===== src/rtl/aud_tx_pkg.sv =====
package aud_tx_pkg;
  typedef enum logic [2:0] {
    FMT_I2S  = 3'd0,
    FMT_LJ   = 3'd1,
    FMT_RJ   = 3'd2,
    FMT_DSPA = 3'd3,
    FMT_DSPB = 3'd4
  } fmt_e;
endpackage


===== src/rtl/aud_tx_cfg.sv =====
module aud_tx_cfg
  import aud_tx_pkg::*;
#(
  parameter int MAX_SLOTS = 8,
  parameter int DATA_W    = 16,
  parameter int FL_W      = 9,
  parameter int SW_W      = 6,
  parameter int SC_W      = 4
) (
  input  logic                 clk,
  input  logic                 rst,
  input  logic                 load,
  input  logic [2:0]           fmt_i,
  input  logic                 invb_i,
  input  logic                 invf_i,
  input  logic [SC_W-1:0]      slots_i,
  input  logic [SW_W-1:0]      sw_i,
  input  logic [SW_W-1:0]      dl_i,
  input  logic [FL_W-1:0]      flm1_i,
  input  logic [MAX_SLOTS-1:0] mask_i,
  output logic                 ok,
  output logic                 err,
  output logic                 r_two,
  output logic                 r_fall,
  output logic                 r_invb,
  output logic                 r_invf,
  output logic [SW_W-1:0]      r_dly,
  output logic [SC_W-1:0]      r_spp,
  output logic [SW_W-1:0]      r_sw,
  output logic [SW_W-1:0]      r_dl,
  output logic [FL_W-1:0]      r_flm1,
  output logic [FL_W-1:0]      r_half,
  output logic [MAX_SLOTS-1:0] r_mask
);
  logic            two, fall, fmt_ok, good;
  logic [SW_W-1:0] dly;
  logic [FL_W:0]   fl_n;

  always_comb begin
    two    = 1'b0;
    fall   = 1'b0;
    dly    = '0;
    fmt_ok = 1'b1;
    case (fmt_e'(fmt_i))
      FMT_I2S:  begin two = 1'b1; fall = 1'b1; dly = SW_W'(1); end
      FMT_LJ:   two = 1'b1;
      FMT_RJ:   begin two = 1'b1; dly = sw_i - dl_i; end
      FMT_DSPA: dly = SW_W'(1);
      FMT_DSPB: dly = '0;
      default:  fmt_ok = 1'b0;
    endcase
    fl_n = {1'b0, flm1_i} + 1'b1;
    good = fmt_ok && (slots_i != '0) && (slots_i <= SC_W'(MAX_SLOTS)) &&
           (sw_i != '0) && (dl_i != '0) && (dl_i <= sw_i) &&
           (dl_i <= SW_W'(DATA_W)) && (flm1_i != '0) &&
           !(two && slots_i[0]) &&
           !((fmt_i == 3'(FMT_RJ)) && fl_n[0]);
  end

  always_ff @(posedge clk) begin
    if (rst) begin
      ok <= 1'b0; err <= 1'b0; r_two <= 1'b0; r_fall <= 1'b0;
      r_invb <= 1'b0; r_invf <= 1'b0; r_dly <= '0; r_spp <= '0;
      r_sw <= '0; r_dl <= '0; r_flm1 <= '0; r_half <= '0; r_mask <= '0;
    end else if (load) begin
      ok     <= good;
      err    <= !good;
      r_two  <= two;
      r_fall <= fall;
      r_invb <= invb_i;
      r_invf <= invf_i;
      r_dly  <= dly;
      r_spp  <= two ? (slots_i >> 1) : slots_i;
      r_sw   <= sw_i;
      r_dl   <= dl_i;
      r_flm1 <= flm1_i;
      r_half <= fl_n[FL_W:1];
      r_mask <= mask_i;
    end
  end

  // the error flag holds until the next load
  assert_err_sticky_R8: assert property (@(posedge clk) disable iff (rst)
    (err && !load) |=> err);
  // running and error are exclusive
  assert_ok_excl_R8: assert property (@(posedge clk) disable iff (rst)
    ok |-> !err);
endmodule


===== src/rtl/aud_tx_bclk.sv =====
module aud_tx_bclk #(
  parameter int BCLK_HALF = 2
) (
  input  logic clk,
  input  logic rst,
  input  logic restart,
  input  logic run,
  input  logic inv,
  output logic tick,
  output logic bclk,
  output logic bclk_en
);
  localparam int PER = 2 * BCLK_HALF;
  localparam int CW  = $clog2(PER);
  localparam logic [CW-1:0] LAST = CW'(PER - 1);

  logic [CW-1:0] cnt, cnt_n;

  assign tick  = run && (cnt == LAST);
  assign cnt_n = (cnt == LAST) ? '0 : cnt + 1'b1;

  always_ff @(posedge clk) begin
    if (rst || restart || !run) begin
      cnt     <= LAST;
      bclk    <= 1'b0;
      bclk_en <= 1'b0;
    end else begin
      cnt     <= cnt_n;
      bclk    <= (cnt_n >= CW'(BCLK_HALF)) ^ inv;
      bclk_en <= (cnt_n == '0);
    end
  end

  // bit starts are at least two cycles apart
  assert_en_gap_R7: assert property (@(posedge clk) disable iff (rst)
    bclk_en |=> !bclk_en);
  // the bit clock stays low while idle
  assert_bclk_idle_R8: assert property (@(posedge clk) disable iff (rst)
    !run |-> !bclk);
endmodule


===== src/rtl/aud_tx_slot.sv =====
module aud_tx_slot #(
  parameter int MAX_SLOTS = 8,
  parameter int DATA_W    = 16,
  parameter int FL_W      = 9,
  parameter int SW_W      = 6,
  parameter int SC_W      = 4
) (
  input  logic                 clk,
  input  logic                 rst,
  input  logic                 restart,
  input  logic                 run,
  input  logic                 tick,
  input  logic                 r_two,
  input  logic                 r_fall,
  input  logic                 r_invf,
  input  logic [SW_W-1:0]      r_dly,
  input  logic [SC_W-1:0]      r_spp,
  input  logic [SW_W-1:0]      r_sw,
  input  logic [SW_W-1:0]      r_dl,
  input  logic [FL_W-1:0]      r_flm1,
  input  logic [FL_W-1:0]      r_half,
  input  logic [MAX_SLOTS-1:0] r_mask,
  input  logic [DATA_W-1:0]    s_data,
  input  logic                 s_valid,
  output logic                 s_ready,
  output logic                 fs_q,
  output logic                 sd_q,
  output logic                 under_q
);
  localparam int MW = 1 << SC_W;

  logic [FL_W-1:0]   fbit, nb, pb;
  logic              fresh, dact, live;
  logic [SW_W-1:0]   sbit, n_sbit, shamt;
  logic [SC_W-1:0]   sidx, n_sidx, gslot;
  logic [DATA_W-1:0] samp, src, shifted;
  logic [MW-1:0]     mask_x;
  logic              ph, n_dact, start, load_slot, take, live_n, sd_n, act, fs_n;

  assign mask_x  = MW'(r_mask);
  assign s_ready = load_slot;

  always_comb begin
    nb     = (fresh || fbit == r_flm1) ? '0 : fbit + 1'b1;
    ph     = r_two && (nb >= r_half);
    pb     = ph ? nb - r_half : nb;
    n_dact = dact;
    n_sbit = sbit;
    n_sidx = sidx;
    start  = 1'b0;
    if (pb == FL_W'(r_dly)) begin
      n_dact = 1'b1; n_sbit = '0; n_sidx = '0; start = 1'b1;
    end else if (pb == '0) begin
      n_dact = 1'b0;
    end else if (dact) begin
      if (sbit == r_sw - 1'b1) begin
        n_sbit = '0;
        if (sidx == r_spp - 1'b1) n_dact = 1'b0;
        else begin n_sidx = sidx + 1'b1; start = 1'b1; end
      end else begin
        n_sbit = sbit + 1'b1;
      end
    end
    gslot     = ph ? r_spp + n_sidx : n_sidx;
    load_slot = tick && start && mask_x[gslot];
    take      = load_slot && s_valid;
    live_n    = start ? take : live;
    src       = start ? s_data : samp;
    shamt     = r_dl - 1'b1 - n_sbit;
    shifted   = src >> shamt;
    sd_n      = n_dact && live_n && (n_sbit < r_dl) && shifted[0];
    act       = r_two ? (nb < r_half) : (nb == '0);
    fs_n      = act ^ r_fall ^ r_invf;
  end

  always_ff @(posedge clk) begin
    if (rst || restart || !run) begin
      fbit <= '0; fresh <= 1'b1; dact <= 1'b0; sbit <= '0; sidx <= '0;
      live <= 1'b0; samp <= '0; fs_q <= 1'b0; sd_q <= 1'b0; under_q <= 1'b0;
    end else begin
      under_q <= 1'b0;
      if (tick) begin
        fresh   <= 1'b0;
        fbit    <= nb;
        dact    <= n_dact;
        sbit    <= n_sbit;
        sidx    <= n_sidx;
        live    <= live_n;
        fs_q    <= fs_n;
        sd_q    <= sd_n;
        under_q <= load_slot && !s_valid;
        if (take) samp <= s_data;
      end
    end
  end

  // serial outputs idle while not running
  assert_idle_out_R8: assert property (@(posedge clk) disable iff (rst)
    !run |-> (!fs_q && !sd_q));
  // data moves only at a bit start or on restart/idle
  assert_sd_bitedge_R7: assert property (@(posedge clk) disable iff (rst)
    !$stable(sd_q) |-> $past(tick || restart || !run));
  // frame sync moves only at a bit start or on restart/idle
  assert_fs_bitedge_R7: assert property (@(posedge clk) disable iff (rst)
    !$stable(fs_q) |-> $past(tick || restart || !run));
  // an underrun follows an unanswered slot request
  assert_under_cause_R11: assert property (@(posedge clk) disable iff (rst)
    under_q |-> $past(s_ready && !s_valid));
endmodule


===== src/rtl/aud_frame_tx.sv =====
module aud_frame_tx #(
  parameter int MAX_SLOTS = 8,
  parameter int SW_MAX    = 32,
  parameter int DATA_W    = 16,
  parameter int FL_W      = 9,
  parameter int BCLK_HALF = 2,
  localparam int SW_W     = $clog2(SW_MAX + 1),
  localparam int SC_W     = $clog2(MAX_SLOTS + 1)
) (
  input  logic                 clk,
  input  logic                 rst,
  input  logic                 cfg_load,
  input  logic [2:0]           cfg_format,
  input  logic                 cfg_bclk_inv,
  input  logic                 cfg_fs_inv,
  input  logic [SC_W-1:0]      cfg_slots,
  input  logic [SW_W-1:0]      cfg_slot_width,
  input  logic [SW_W-1:0]      cfg_data_len,
  input  logic [FL_W-1:0]      cfg_frame_len_m1,
  input  logic [MAX_SLOTS-1:0] cfg_slot_mask,
  input  logic [DATA_W-1:0]    smp_data,
  input  logic                 smp_valid,
  output logic                 smp_ready,
  output logic                 bclk,
  output logic                 bclk_en,
  output logic                 fsync,
  output logic                 sdata,
  output logic                 underrun,
  output logic                 cfg_error
);
  logic                 ok, two, fall, invb, invf, tick;
  logic [SW_W-1:0]      dly, sw, dl;
  logic [SC_W-1:0]      spp;
  logic [FL_W-1:0]      flm1, half;
  logic [MAX_SLOTS-1:0] mask;

  aud_tx_cfg #(.MAX_SLOTS(MAX_SLOTS), .DATA_W(DATA_W), .FL_W(FL_W),
               .SW_W(SW_W), .SC_W(SC_W)) u_cfg (
    .clk(clk), .rst(rst), .load(cfg_load), .fmt_i(cfg_format),
    .invb_i(cfg_bclk_inv), .invf_i(cfg_fs_inv), .slots_i(cfg_slots),
    .sw_i(cfg_slot_width), .dl_i(cfg_data_len), .flm1_i(cfg_frame_len_m1),
    .mask_i(cfg_slot_mask), .ok(ok), .err(cfg_error), .r_two(two),
    .r_fall(fall), .r_invb(invb), .r_invf(invf), .r_dly(dly), .r_spp(spp),
    .r_sw(sw), .r_dl(dl), .r_flm1(flm1), .r_half(half), .r_mask(mask)
  );

  aud_tx_bclk #(.BCLK_HALF(BCLK_HALF)) u_bclk (
    .clk(clk), .rst(rst), .restart(cfg_load), .run(ok), .inv(invb),
    .tick(tick), .bclk(bclk), .bclk_en(bclk_en)
  );

  aud_tx_slot #(.MAX_SLOTS(MAX_SLOTS), .DATA_W(DATA_W), .FL_W(FL_W),
                .SW_W(SW_W), .SC_W(SC_W)) u_slot (
    .clk(clk), .rst(rst), .restart(cfg_load), .run(ok), .tick(tick),
    .r_two(two), .r_fall(fall), .r_invf(invf), .r_dly(dly), .r_spp(spp),
    .r_sw(sw), .r_dl(dl), .r_flm1(flm1), .r_half(half), .r_mask(mask),
    .s_data(smp_data), .s_valid(smp_valid), .s_ready(smp_ready),
    .fs_q(fsync), .sd_q(sdata), .under_q(underrun)
  );
endmodule


===== config.mk =====
export PLATFORM = sky130hd
export DESIGN_NAME = aud_frame_tx
export DESIGN_NICKNAME = d
export VERILOG_FILES = /design/src/rtl/aud_tx_pkg.sv /design/src/rtl/aud_tx_cfg.sv /design/src/rtl/aud_tx_bclk.sv /design/src/rtl/aud_tx_slot.sv /design/src/rtl/aud_frame_tx.sv
export SDC_FILE = /design/constraint.sdc
export NUM_CORES = 1
export LEC_CHECK = 0
export BUFFER_PORTS_ARGS = -buffer_cell sky130_fd_sc_hd__buf_2
export CAP_MARGIN = 20
export CORE_ASPECT_RATIO = 2
export CORE_MARGIN = 8
export CORE_UTILIZATION = 49
export CTS_CLUSTER_DIAMETER = 30
export DETAILED_ROUTE_END_ITERATION = 8
export PLACE_DENSITY_LB_ADDON = 0.3
export RECOVER_POWER = 100
export SYNTH_ARGS = -nofsm -noshare
export SYNTH_HDL_FRONTEND = slang
export SYNTH_SLANG_ARGS = --single-unit

===== constraint.sdc =====
create_clock -name clk -period 19.15 [get_ports clk]
set_input_delay 1.915 -clock clk [delete_from_list [all_inputs] [get_ports clk]]
set_output_delay 1.915 -clock clk [all_outputs]
set_load 0.1 [all_outputs]

==> results.tsv <==
stage	metric	value	unit
synthesis	Distinct cells, synth	84	
power_and_ir_drop	peak supply drop	0.00006478	V
clocking	clock sinks	99	
sta	# setup viols final	0	
worst_setup_path	CP required	17.24	ns
worst_setup_path	FF-to-FF Start	u_slot.fbit[2]	
worst_setup_path	Critical Path Stages	23	
synthesis	Ys Warns	0	
sta	Slew Limit Fails	65	
routing	DR DRC count	0	
global_routing	grt total ovfl	0	
synthesis	Post-Syn Area	7098	um^2
sta	crit share post-route	58.77	%
finish	area of the multi-input gates	4712	um^2
min_path	Worst Hold Class	flop to flop	
clocking	total CTS buffers	9	
worst_setup_path	slowest stage delay, CP	1.37	ns
synthesis	register area share after synthesis	27.92	%
routing	WL per Instance	18.75	um
synthesis	Async SR Flop Fraction	0	%
worst_setup_path	Crit path top cell by count	nand2_1	
routing	Via density	5.804	
clocking	CTS Hold Buffers Added	0	
global_routing	initial antenna violation count	0	
synthesis	syn_nets	982	
sta	Worst slew margin	-137.3	%
routing	violation count after the first detailed-route iteration	281	
placed_design	GP Congestion	0.9782	
finish	final instance area	7792	um^2
floorplan	die area	18830	um^2
finish	n_diodes	0	
floorplan	Row Count	62	
status	failing checks	capacitance limit, slew limit	
clocking	Clock Pin Slew Worst Setup and Hold Paths	0.08	ns
worst_setup_path	Crit-path slowest cell	a2111oi_0	
routing	DRT antenna net count	0	
synthesis	syn avg cell area	8.029	um^2
power_and_ir_drop	overall power	0.5377	mW
routing	DR vias	6460	
worst_setup_path	capture point of the worst path	smp_ready	
global_routing	All-Layer GR Usage	22.75	%
routing	WL final	20870	um
sta	Final Hold Viols	0	
sta	min Tclk post-route	11.25	ns
finish	Area Growth Syn to Fin	9.783	%
worst_setup_path	critical path data arrival time	9.34	ns
placed_design	IO Port Bufs	64	
worst_setup_path	CP top delay family	simple AND/OR/NAND/NOR gates	
synthesis	register bit total from synthesis	99	
clocking	clk_lat worst skew	0.35	ns
flow_run	Max Cap Viol	3	
global_routing	vias in the first global route	6633	
clocking	clock root buffer	clkbuf_16	
clocking	H-tree depth	3	
finish	final-layout fill cell count	1468	
worst_setup_path	crit-path cells	xor2_1 -> nor4_1 -> a31o_1 -> nor2_1 -> ha_1 -> nand3_1 -> nor4_1 -> nor2b_1 -> nand2_1 -> a31oi_1 -> a2111oi_0 -> nand2_1 -> nand2_1 -> xnor2_1 -> ha_1 -> nor2_1 -> a31oi_1 -> and2_0 -> mux2i_1 -> mux2i_1 -> o2bb2ai_1 -> and2_2 -> clkbuf_1	
placed_design	Place WS	10.26	ns
global_routing	first-pass GRT wire length	32860	um
placed_design	dpl hpwl	16310	um
clocking	CTS Buffer Depth	2	
floorplan	Die W	101.1	um
synthesis	Post-synth EDFFs	0	
floorplan	CORE AREA	14270	um^2
sta	Worst Setup Slack, final	7.896	ns
floorplan	Starting Density	49.73	%
sta	setup TNS	0	ns
clocking	post-CTS setup repair buffer count	0	
worst_setup_path	CP Launch Point	u_slot.fbit[2]	
worst_setup_path	CP Max Fanout	14	
sta	fmax	88.86	MHz
clocking	PostCTS Resize Cnt	0	
finish	Sequential Area	1982	um^2
worst_setup_path	CP Capture Type	output port	
worst_setup_path	Reg2Reg Setup Slack	9.94	ns
worst_setup_path	CP startpoint kind	flop	
global_routing	largest net degree at the start of global routing	58	
worst_setup_path	WP buf/inv	1	
sta	worst-margin pin slew	3.560	ns
status	status	complete, but fails checks	
worst_setup_path	reg2reg end	u_slot.samp[0]	
clocking	CTS tree	yes	
worst_setup_path	Worst R2R Path Depth	23	
sta	Max Clock Skew	0.01024	ns
routing	TritonRoute pass-1 iters	6	
finish	fraction of layout cells with a size suffix above 1	11.62	%
floorplan	height of the die	186.2	um
floorplan	IO Pins	65	
finish	Final #Nets	1014	
placed_design	Placement Cell Area	7483	um^2
worst_setup_path	critical path class	flop to output port	
synthesis	Synth Instances	884	
power_and_ir_drop	Leakage Power	3.248	nW
power_and_ir_drop	Cell Pwr Density	69.00	nW/um^2
synthesis	Most used DFF post-synth	dfxtp_1	
sta	RSZ-0062 raised after global routing	no	
-- worst min path at each step --
stage	start	end	slack, ns	depth (start not counted)
global route	u_slot.samp[12]	u_slot.samp[12]	0.49	2
global placement	u_bclk.cnt[0]	u_bclk.cnt[0]	0.43	1
floorplan	u_bclk.cnt[0]	u_bclk.cnt[0]	0.42	1
CTS	u_slot.samp[10]	u_slot.samp[10]	0.46	2
finish	u_slot.samp[10]	u_slot.samp[10]	0.46	2
detailed placement	u_slot.samp[10]	u_slot.samp[10]	0.45	2
-- final cells by class --
class,instances,share of cell area [%]
clock inverters,7,1.718
multi-input cells,694,60.47
well taps,192,3.083
inverters,43,2.071
repair buffers,69,4.335
clock buffers,9,2.890
flip-flops and latches,99,25.43
-- per-layer routing --
metal / global-route usage [%] / vias up / wire [um] / share of wire [%]
met5: 0 / - / 0 / 0
met4: 19.88 / 0 / 1796 / 8.6
met3: 2.946 / 88 / 480 / 2.3
met2: 44.70 / 138 / 11650 / 56
met1: 18.99 / 3045 / 6939 / 33
li1: - / 3189 / - / -
-- flip-flops by register name, indices dropped and copies added, names as in the netlist, 2 cells and up --
signal        flops
u_bclk.cnt        2
u_cfg.r_dl        6
u_cfg.r_dly       6
u_cfg.r_flm1      9
u_cfg.r_half      9
u_cfg.r_mask      8
u_cfg.r_spp       4
u_cfg.r_sw        6
u_slot.fbit       9
u_slot.samp      16
u_slot.sbit       6
u_slot.sidx       4
-- placed cells by master, fill, tap and decap left out, types with 11 or more instances in the layout --
cell type / instances
ha_1: 37
a211oi_1: 21
a31oi_1: 11
buf_2: 57
xor2_1: 26
nand2_1: 105
dfxtp_1: 99
nand3_1: 28
nor3_1: 11
inv_1: 43
nor2_1: 95
xnor2_1: 37
a21oi_1: 55
o21ai_0: 32
a21o_1: 14
mux2i_1: 64
-- power breakdown --
group	total [mW]	internal, mW	switching (mW)
Combinational	0.0997	0.0421	0.0576
Clock	0.219	0.130	0.0884
Sequential	0.219	0.212	0.00714
Total	0.538	0.385	0.153
-- stage by stage --
stage	hold slack (ns)	util, %	cells
after floorplan	0.4181	-	884
after global placement	0.4302	52.43	1097
after detailed placement	0.4522	52.43	1097
after CTS	0.4631	54.94	1113
after global routing	0.4905	54.59	1113
final	0.4602	54.59	1113
-- tightest hold or removal path: cells and delay by family (launching register included) --
family / cells / cell delay (ns)
mux: 1 / 0.05
simple gates: 1 / 0.05
flops: 1 / 0.31
-- cells in the mapped netlist (all sizes together) (6+ instances only) --
| cell | n | area (um^2) |
|---|---|---|
| nor2 | 97 | 366.6 |
| nor3 | 11 | 55.05 |
| a22oi | 8 | 60.06 |
| nor2b | 7 | 46.30 |
| a21o | 14 | 105.1 |
| ha | 37 | 462.9 |
| a31oi | 12 | 90.09 |
| buf | 11 | 80.08 |
| nand2b | 6 | 37.54 |
| clkbuf | 37 | 138.9 |
| nand2 | 105 | 394.1 |
| nand3 | 28 | 145.1 |
| o21ai | 33 | 165.2 |
| nand4 | 8 | 50.05 |
| or3 | 6 | 42.54 |
| nor4 | 8 | 62.56 |
| xnor2 | 37 | 324.1 |
| xor2 | 27 | 244.0 |
| a211oi | 21 | 157.7 |
| a21oi | 56 | 280.3 |
| dfxtp | 99 | 1982 |
| and2 | 10 | 65.06 |
| inv | 43 | 161.4 |
| and3 | 9 | 57.56 |
| mux2i | 64 | 640.6 |
-- kinds of logic (layout without fill, tap and decap cells) --
kind of cell | Yosys count | count (layout) | synth area share [%]
AND/OR/NAND/NOR | 328 | 328 | 22.46
AO/OA/AOI/OAI | 192 | 192 | 18.44
flip-flops | 99 | 99 | 27.92
buffers and inverters | 91 | 128 | 5.359
multiplexers | 69 | 69 | 10.14
XOR/XNOR | 65 | 65 | 8.320
adder cells (fa/ha/maj) | 40 | 40 | 7.368
(Power assumes the default switching activity.)
